File: src/rtl/dpg_pkg.sv
package dpg_pkg;
  localparam int unsigned IDX_W    = 4;
  localparam int unsigned DOM_W    = 2;
  localparam int unsigned NUM_DOM  = 4;
  localparam int unsigned POL_W    = DOM_W * NUM_DOM;
  localparam int unsigned WORD_W   = 32;
  localparam int unsigned LOCK_BIT = 31;
  localparam int unsigned SEM_BIT  = 30;

  typedef enum logic [1:0] {
    BANK_MASTER = 2'd0,
    BANK_PERIPH = 2'd1,
    BANK_STATUS = 2'd2,
    BANK_NONE   = 2'd3
  } bank_e;

  typedef struct packed {
    logic             wrMaster;
    logic             wrPeriph;
    bank_e            rdBank;
    logic [IDX_W-1:0] idx;
  } strobe_t;
endpackage

File: src/rtl/dpg_ctrl.sv
module dpg_ctrl
  import dpg_pkg::*;
#(
  parameter int unsigned NUM_MASTERS = 6,
  parameter int unsigned NUM_PERIPHS = 10
) (
  input  logic             regWrEn,
  input  logic [IDX_W+1:0] regAddr,
  output strobe_t          strb
);
  localparam logic [IDX_W-1:0] M_LIM = IDX_W'(NUM_MASTERS);
  localparam logic [IDX_W-1:0] P_LIM = IDX_W'(NUM_PERIPHS);

  bank_e            bank;
  logic [IDX_W-1:0] idx;
  logic             idxOk;

  always_comb begin
    bank = bank_e'(regAddr[IDX_W+1:IDX_W]);
    idx  = regAddr[IDX_W-1:0];
    unique case (bank)
      BANK_MASTER: idxOk = idx < M_LIM;
      BANK_PERIPH: idxOk = idx < P_LIM;
      BANK_STATUS: idxOk = 1'b1;
      default:     idxOk = 1'b0;
    endcase
    strb.idx      = idx;
    strb.wrMaster = regWrEn && idxOk && (bank == BANK_MASTER);
    strb.wrPeriph = regWrEn && idxOk && (bank == BANK_PERIPH);
    strb.rdBank   = idxOk ? bank : BANK_NONE;
  end
endmodule

File: src/rtl/dpg_datapath.sv
module dpg_datapath
  import dpg_pkg::*;
#(
  parameter int unsigned NUM_MASTERS = 6,
  parameter int unsigned NUM_PERIPHS = 10
) (
  input  logic              clk,
  input  logic              rstN,
  input  strobe_t           strb,
  input  logic [WORD_W-1:0] regWData,
  input  logic [IDX_W-1:0]  regMaster,
  output logic [WORD_W-1:0] regRdData,
  input  logic              accValid,
  input  logic [IDX_W-1:0]  accMaster,
  input  logic [IDX_W-1:0]  accPeriph,
  input  logic              accWrite,
  input  logic              accSemHeld,
  output logic              accGrant,
  output logic              accDeny,
  output logic [DOM_W-1:0]  accDomain
);
  localparam int unsigned MW = $clog2(NUM_MASTERS);
  localparam int unsigned PW = $clog2(NUM_PERIPHS);
  localparam logic [IDX_W-1:0] M_LIM = IDX_W'(NUM_MASTERS);
  localparam logic [IDX_W-1:0] P_LIM = IDX_W'(NUM_PERIPHS);

  logic [NUM_MASTERS-1:0][DOM_W-1:0] mDom;
  logic [NUM_MASTERS-1:0]            mLock;
  logic [NUM_PERIPHS-1:0][POL_W-1:0] pPol;
  logic [NUM_PERIPHS-1:0]            pSem;
  logic [NUM_PERIPHS-1:0]            pLock;

  logic unusedWData;
  assign unusedWData = ^regWData[SEM_BIT-1:POL_W];

  // configuration storage; a locked entry accepts nothing until reset
  always_ff @(posedge clk) begin
    if (!rstN) begin
      mDom  <= '0;
      mLock <= '0;
      pPol  <= {NUM_PERIPHS{{POL_W{1'b1}}}};
      pSem  <= '0;
      pLock <= '0;
    end else begin
      for (int m = 0; m < NUM_MASTERS; m++) begin
        if (strb.wrMaster && strb.idx == IDX_W'(m) && !mLock[m]) begin
          mDom[m]  <= regWData[DOM_W-1:0];
          mLock[m] <= regWData[LOCK_BIT];
        end
      end
      for (int p = 0; p < NUM_PERIPHS; p++) begin
        if (strb.wrPeriph && strb.idx == IDX_W'(p) && !pLock[p]) begin
          pPol[p]  <= regWData[POL_W-1:0];
          pSem[p]  <= regWData[SEM_BIT];
          pLock[p] <= regWData[LOCK_BIT];
        end
      end
    end
  end

  // register read mux
  logic [MW-1:0] rdMIdx;
  logic [PW-1:0] rdPIdx;
  logic          regMOk;
  logic [DOM_W-1:0] regMDom;

  always_comb begin
    rdMIdx  = strb.idx[MW-1:0];
    rdPIdx  = strb.idx[PW-1:0];
    regMOk  = regMaster < M_LIM;
    regMDom = regMOk ? mDom[regMaster[MW-1:0]] : '0;
    regRdData = '0;
    unique case (strb.rdBank)
      BANK_MASTER: begin
        regRdData[LOCK_BIT]    = mLock[rdMIdx];
        regRdData[DOM_W-1:0]   = mDom[rdMIdx];
      end
      BANK_PERIPH: begin
        regRdData[LOCK_BIT]    = pLock[rdPIdx];
        regRdData[SEM_BIT]     = pSem[rdPIdx];
        regRdData[POL_W-1:0]   = pPol[rdPIdx];
      end
      BANK_STATUS: regRdData[DOM_W-1:0] = regMDom;
      default:     regRdData = '0;
    endcase
  end

  // access check: combinational from registered configuration
  logic             mOk, pOk, polOk, semOk;
  logic [PW-1:0]    aPIdx;
  logic [DOM_W-1:0] aDom;
  logic [DOM_W-1:0] field;

  always_comb begin
    mOk   = accMaster < M_LIM;
    pOk   = accPeriph < P_LIM;
    aPIdx = accPeriph[PW-1:0];
    aDom  = mOk ? mDom[accMaster[MW-1:0]] : '0;
    field = pOk ? pPol[aPIdx][DOM_W*aDom +: DOM_W] : '0;
    polOk = accWrite ? field[0] : field[1];
    semOk = pOk && (!pSem[aPIdx] || accSemHeld);
    accGrant  = accValid && mOk && pOk && polOk && semOk;
    accDeny   = accValid && !accGrant;
    accDomain = aDom;
  end

  // assertions next to the storage they guard
  for (genvar m = 0; m < NUM_MASTERS; m++) begin : g_mchk
    assert_mlock_hold_R3: assert property (@(posedge clk) disable iff (!rstN)
      mLock[m] |=> (mLock[m] && $stable(mDom[m])));
  end
  for (genvar p = 0; p < NUM_PERIPHS; p++) begin : g_pchk
    assert_plock_hold_R5: assert property (@(posedge clk) disable iff (!rstN)
      pLock[p] |=> (pLock[p] && $stable(pPol[p]) && $stable(pSem[p])));
  end

  assert_grant_deny_excl_R7: assert property (@(posedge clk) disable iff (!rstN)
    accValid |-> (accGrant != accDeny));
  assert_idle_quiet_R7: assert property (@(posedge clk) disable iff (!rstN)
    !accValid |-> (!accGrant && !accDeny));
  assert_oob_deny_R9: assert property (@(posedge clk) disable iff (!rstN)
    (accValid && (accMaster >= M_LIM || accPeriph >= P_LIM)) |-> (accDeny && accDomain == '0));
  assert_sem_gate_R6: assert property (@(posedge clk) disable iff (!rstN)
    (accGrant && !accSemHeld) |-> !pSem[aPIdx]);
endmodule

File: src/rtl/dpg_top.sv
module dpg_top
  import dpg_pkg::*;
#(
  parameter int unsigned NUM_MASTERS = 6,
  parameter int unsigned NUM_PERIPHS = 10
) (
  input  logic              clk,
  input  logic              rstN,
  input  logic              regWrEn,
  input  logic [IDX_W+1:0]  regAddr,
  input  logic [WORD_W-1:0] regWData,
  input  logic [IDX_W-1:0]  regMaster,
  output logic [WORD_W-1:0] regRdData,
  input  logic              accValid,
  input  logic [IDX_W-1:0]  accMaster,
  input  logic [IDX_W-1:0]  accPeriph,
  input  logic              accWrite,
  input  logic              accSemHeld,
  output logic              accGrant,
  output logic              accDeny,
  output logic [DOM_W-1:0]  accDomain
);
  strobe_t strb;

  dpg_ctrl #(.NUM_MASTERS(NUM_MASTERS), .NUM_PERIPHS(NUM_PERIPHS)) i_ctrl (
    .regWrEn(regWrEn), .regAddr(regAddr), .strb(strb)
  );

  dpg_datapath #(.NUM_MASTERS(NUM_MASTERS), .NUM_PERIPHS(NUM_PERIPHS)) i_dp (
    .clk(clk), .rstN(rstN), .strb(strb), .regWData(regWData),
    .regMaster(regMaster), .regRdData(regRdData),
    .accValid(accValid), .accMaster(accMaster), .accPeriph(accPeriph),
    .accWrite(accWrite), .accSemHeld(accSemHeld),
    .accGrant(accGrant), .accDeny(accDeny), .accDomain(accDomain)
  );
endmodule

File: config.mk
export PLATFORM = sky130hd
export DESIGN_NAME = dpg_top
export DESIGN_NICKNAME = d
export VERILOG_FILES = /design/src/rtl/dpg_pkg.sv /design/src/rtl/dpg_ctrl.sv /design/src/rtl/dpg_datapath.sv /design/src/rtl/dpg_top.sv
export SDC_FILE = /design/constraint.sdc
export NUM_CORES = 1
export LEC_CHECK = 0
export BUFFER_PORTS_ARGS = -buffer_cell sky130_fd_sc_hd__clkbuf_2
export CELL_PAD_IN_SITES_DETAIL_PLACEMENT = 1
export CELL_PAD_IN_SITES_GLOBAL_PLACEMENT = 1
export CORE_MARGIN = 2
export CORE_UTILIZATION = 40
export CTS_CLUSTER_DIAMETER = 80
export CTS_CLUSTER_SIZE = 14
export DETAILED_ROUTE_END_ITERATION = 6
export PLACE_DENSITY_LB_ADDON = 0.1
export SYNTH_ARGS = -nofsm -noshare
export SYNTH_HDL_FRONTEND = slang
export SYNTH_SLANG_ARGS = --single-unit
File: constraint.sdc
create_clock -name clk -period 7.4 [get_ports clk]
set_input_delay 1.85 -clock clk [delete_from_list [all_inputs] [get_ports clk]]
set_output_delay 1.85 -clock clk [all_outputs]
set_load 0.01 [all_outputs]
# Yosys cells after proc, flatten, opt, wreduce, memory -nomap -nowiden
# Index checks and enable logic that the tools add are counted.
dict set report op_classes {
  mux 28
  n_lt_le_gt_ge 10
  shift 1
  reduce_logical 63
  eq_ne 13
}
# cell count
set op_table {}
lappend op_table {{$bmux W8 S4} 2}
lappend op_table {{$logic_and A1 B1 Y1} 41}
lappend op_table {{$bmux W2 S3} 3}
lappend op_table {{$logic_not A1 Y1} 18}
lappend op_table {{$eq A4 B3 Y1 const B} 4}
lappend op_table {{$mux W8} 2}
lappend op_table {{$mux W2} 7}
lappend op_table {{$bmux W1 S4} 3}
lappend op_table {{$lt A3 B4 Y1 const B} 3}
lappend op_table {{$lt A4 B3 Y1 const B} 3}
lappend op_table {{$lt A4 B5 Y1 const B} 2}
lappend op_table {{$eq A4 B2 Y1 const B} 2}
lappend op_table {{$eq A4 B4 Y1 const B} 2}
lappend op_table {{$lt A4 B4 Y1 const B} 2}
lappend op_table {{$shiftx A8 B4 Y2} 1}
lappend op_table {{$mux W1} 6}
lappend op_table {{$mux W6} 1}
lappend op_table {{$pmux W2 S3} 1}
lappend op_table {{$eq A2 B1 Y1 const B} 2}
lappend op_table {{$eq A2 B2 Y1 const B} 2}
lappend op_table {{$eq A4 B1 Y1 const B} 1}
lappend op_table {{$logic_not A2 Y1} 2}
lappend op_table {{$logic_not A4 Y1} 1}
lappend op_table {{$bmux W1 S3} 1}
lappend op_table {{3 further kinds} 3}
dict set report word_totals {
  ff_bits 118
  out_inout_bits 36
  inputBits 56
  elab_cells 157
}

# Longest topological paths before layout
dict set report logic_depth {
  depth_word 10
  depth_mapped 9
  ltp_nobuf 6
}

# Hierarchy
# From an unflattened synthesis, not the netlist that was laid out.
dict set report hier_totals {
  hier_cells 786
  hier_area_um2 6612.6
}
# mod area_per_inst_um2 seq_area_each_um2 n_inst cells_per_inst
set modules_own_cells {}
lappend modules_own_cells {dpg_datapath 6525.0 2362.3 1 774}
lappend modules_own_cells {dpg_ctrl 87.6 0.0 1 12}

# Worst setup path after synthesis
# OpenSTA, ideal clock, no wires.
dict set report synth_timing {
  path_kind {input to output}
  from {input port accPeriph[0]}
  to {output port accDeny}
  path_slack_ns 2.092
  t_arrival_ns 3.458
  path_buffers 3
  stages 9
  required_time_ns 5.550
  cell_sequence {buf_4 buf_8 buf_6 mux4_2 mux2i_1 nor2_1 a2111oi_0 nor4_1 a31oi_1}
}
dict set report synth_between {
  elab_chain_cells 9
  word_cells_on_any_way 16
  cone_classes {order compare (1); shift (1); mux (6); reduce/logical (8)}
}
# element line
set synth_rtl {}
lappend synth_rtl {{start, declared} dpg_top.sv:16} ;# input logic [IDX_W-1:0] accPeriph,
lappend synth_rtl {{$bmux W8 S4} dpg_datapath.sv:99} ;# field = pOk ? pPol[aPIdx][DOM_W*aDom +: DOM_W] : '0;
lappend synth_rtl {{$mux W8 (implied by the code)} dpg_datapath.sv:99}
lappend synth_rtl {{$shiftx A8 B4 Y2} dpg_datapath.sv:99}
lappend synth_rtl {{$mux W2} dpg_datapath.sv:99}
lappend synth_rtl {{$mux W1} dpg_datapath.sv:100} ;# polOk = accWrite ? field[0] : field[1];
lappend synth_rtl {{$logic_and A1 B1 Y1} dpg_datapath.sv:102} ;# accGrant = accValid && mOk && pOk && polOk && semOk;
lappend synth_rtl {{$logic_and A1 B1 Y1 (*)} dpg_datapath.sv:102}
lappend synth_rtl {{$logic_not A1 Y1 (*)} dpg_datapath.sv:103} ;# accDeny = accValid && !accGrant;
lappend synth_rtl {{$logic_and A1 B1 Y1 (*)} dpg_datapath.sv:103}
lappend synth_rtl {{end, declared} dpg_top.sv:20} ;# output logic accDeny,
# Every way passes the cells marked *; elsewhere a longest branch is shown, timed or not. The select of a mux whose other input is x is not followed.

# Worst setup path in the final report
dict set report layout_timing {
  from {input port accPeriph[1]}
  to {output port accDeny}
}
# The elaborated chain is that of the path after synthesis.

==> flow_summary.ini <==
[run_status]
outcome = complete, no violations

[yosys]
synth_area_sq_um = 6620
yosysSeqAreaShare_pct = 35.7
synth_cells = 702
synth_edf_count = 0
yosysWarnings = 0
synth-seq-cells = 118
avgSynthCellArea_sq_um = 9.42
synth_cell_type_count = 51
async_flop_share_pct = 0
synth_ff_type = dfxtp_1

[layout]
fin_util_pct = 45.6
final_cell_area_sq_um = 7450
syn2layout_area_growth_pct = 12.7
final_nets = 774
antenna_cells = 0
drive_above_1_share_pct = 21.1

[critical_path]
crit_required_ns = 5.55
critPathArrivalTime_ns = 4.25
critPathKind = in -> out
crit_path_max_incr_delay_ns = 0.60
worstPathMaxFanout = 21
worstSetupStartpointType = primary input
end_kind = output port
crit_chain = clkbuf_2, mux4_2, mux2i_1, nor2_1, a2111oi_0, nor4_1, a31oi_1, clkbuf_2
critical-path-top-delay-family = multiplexers
slowest_stage = mux4_2
cp_common_cell = clkbuf_2
cp.buffers_inverters = 2

[die]
ios = 92
die_x_um = 133
dieArea_sq_um = 17600
row_count = 47
start_util_pct = 40.5
coreArea_sq_um = 16300
die_h_um = 133

[global_routing]
grt_pass1_vias = 5753
antenna_found_initial = 0
grt-ovfl-total = 0
grt_max_degree = 119
grt_pass1_wl_mm = 33.5
grtUsageTotal_pct = 25.1

[route]
via_per_inst = 5.72
route.antenna.remaining_nets = 0
drtIter0Drc = 257
post_drt_wl_per_cell_um = 22.5
wirelength_mm = 21.4
drc = 0
dr_total_vias = 5434
firstDrtPassIters = 4

[clock_tree]
cts_hold_buf = 0
tritoncts = yes
clk_latency_ns = 0.42
cts_setup_buffers = 0
clk_path_buf_depth = 2
cts_buffers = 17
cts_sinks = 118
cts-resized-gates = 0
cts_root_buffer = clkbuf_16
path_clk_slew_ns = 0.05
htreeDepth = 4

[place]
portBuffers = 47
post-place-ws_ns = 1.33
hpwl_mm = 14.4
postPlaceCellArea_sq_um = 6860
gp_congestion = 0.811

[timing]
fin_crit_sh_pct = 82.4
finalSetupViolCount = 0
relSlewSlack_pct = 19.3
fin_crit_ns = 6.10
slew_violations = 0
skew_ns = 0.00467
fin_setup_tns_ns = 0
worstMarginPinSlew_ns = 1.21
worst_slack_ns = 1.30
rsz0062_at_grt = no
fmax_ghz = 0.164
finalHoldViolCount = 0

[power]
power_uw = 1610
ir_worst_vdd_mv = 0.179
p_per_area_nw_per_um2 = 216
p_leak_uw = 0.00293

[min_path]
hp-class = reg -> reg

[run]
drv_cap = 0
Yosys cell counts, drive strengths merged, types with 2 or more instances:
library cell | n | area [sq um]
a211o | 2 | 17.5
a211oi | 2 | 20.0
a21boi | 7 | 52.6
a21oi | 15 | 75.1
a22o | 3 | 26.3
a22oi | 4 | 30.0
a31oi | 4 | 25.0
and2 | 7 | 43.8
and3 | 2 | 13.8
buf | 42 | 299
clkbuf | 37 | 143
dfxtp | 118 | 2360
inv | 3 | 11.3
mux2 | 15 | 169
mux2i | 89 | 891
mux4 | 41 | 923
nand2 | 151 | 567
nand2b | 3 | 18.8
nand3 | 46 | 230
nor2 | 16 | 60.1
nor2b | 27 | 169
nor3 | 11 | 80.1
nor3b | 3 | 27.5
nor4 | 3 | 18.8
o21a | 6 | 45.0
o21ai | 7 | 35.0
o221ai | 2 | 17.5
o22ai | 9 | 56.3
or2 | 2 | 12.5
or3 | 13 | 81.3
path summary, 6_finish.rpt:
path / slack [ns] / endpoint / depth (start not counted) / startpoint
setup / recovery: 1.30 / accDeny / 8 / accPeriph[1]
hold reg to reg: 0.49 / i_dp.pPol[41] / 2 / i_dp.pPol[41]
setup reg to reg: 5.41 / i_dp.pPol[77] / 4 / i_dp.pLock[9]
hold / removal: 0.49 / i_dp.pPol[41] / 2 / i_dp.pPol[41]
where the power goes:
part	total (uW)	internal, uW	switching, uW
Combinational	122	40.2	81.9
Sequential	640	638	2.00
Clock	850	551	298
cell type report:
cell class	instances	area (sq um)
repair buffers	55	298
well taps	220	275
flip-flops and latches	118	2360
inverters	3	11.3
fillers	1900	8890
clock inverters	9	125
clock buffers	22	474
multi-input cells	523	3910
per-stage QoR:
step | cells | hold slack (ns)
floorplan | 723 | 0.450
global placement | 919 | 0.463
detailed placement | 919 | 0.482
CTS | 950 | 0.489
global route | 950 | 0.506
finish | 950 | 0.488
registers in the layout, indices dropped and copies added (netlist names):
name,flops
i_dp.mDom,12
i_dp.mLock,6
i_dp.pLock,10
i_dp.pPol,80
i_dp.pSem,10
placed cells by master, fill, tap and decap left out, types with 3 or more instances in the layout:
cell / n
a21boi_0: 7
a21oi_1: 15
a22o_1: 3
a22oi_1: 4
a31oi_1: 4
and2_1: 7
buf_4: 9
bufinv_16: 3
clkbuf_16: 17
clkbuf_2: 46
clkbuf_8: 3
clkinv_2: 4
conb_1: 22
dfxtp_1: 118
inv_1: 3
mux2_2: 15
mux2i_1: 89
mux4_2: 41
nand2_1: 151
nand2b_1: 3
nand3_1: 46
nor2_1: 16
nor2b_1: 27
nor3_1: 4
nor3_2: 6
o21a_1: 6
o21ai_0: 5
o22ai_1: 9
or3_1: 13
per-layer routing:
metal	up-vias	global-route usage (%)	share of wire, %
met2	149	42.1	49
met5	-	0	0
met4	0	10.0	2.5
met3	47	3.68	3.6
li1	2487	-	-
met1	2751	32.7	45
worst min-delay path: stages, from the launching register on:
cell and delay (ns):
dfxtp_1 0.32, nand2_1 0.06, nand3_1 0.06
kinds of logic after synthesis:
logic type             Yosys count  synth area share, %
flip-flops                     118                 35.7
multiplexers                   145                 30.0
AND/OR/NAND/NOR                289                 20.6
AO/OA/AOI/OAI                   67                 6.83
other                            1               0.0567
buffers and inverters           82                 6.85
Power figures use the tool's default switching activity.
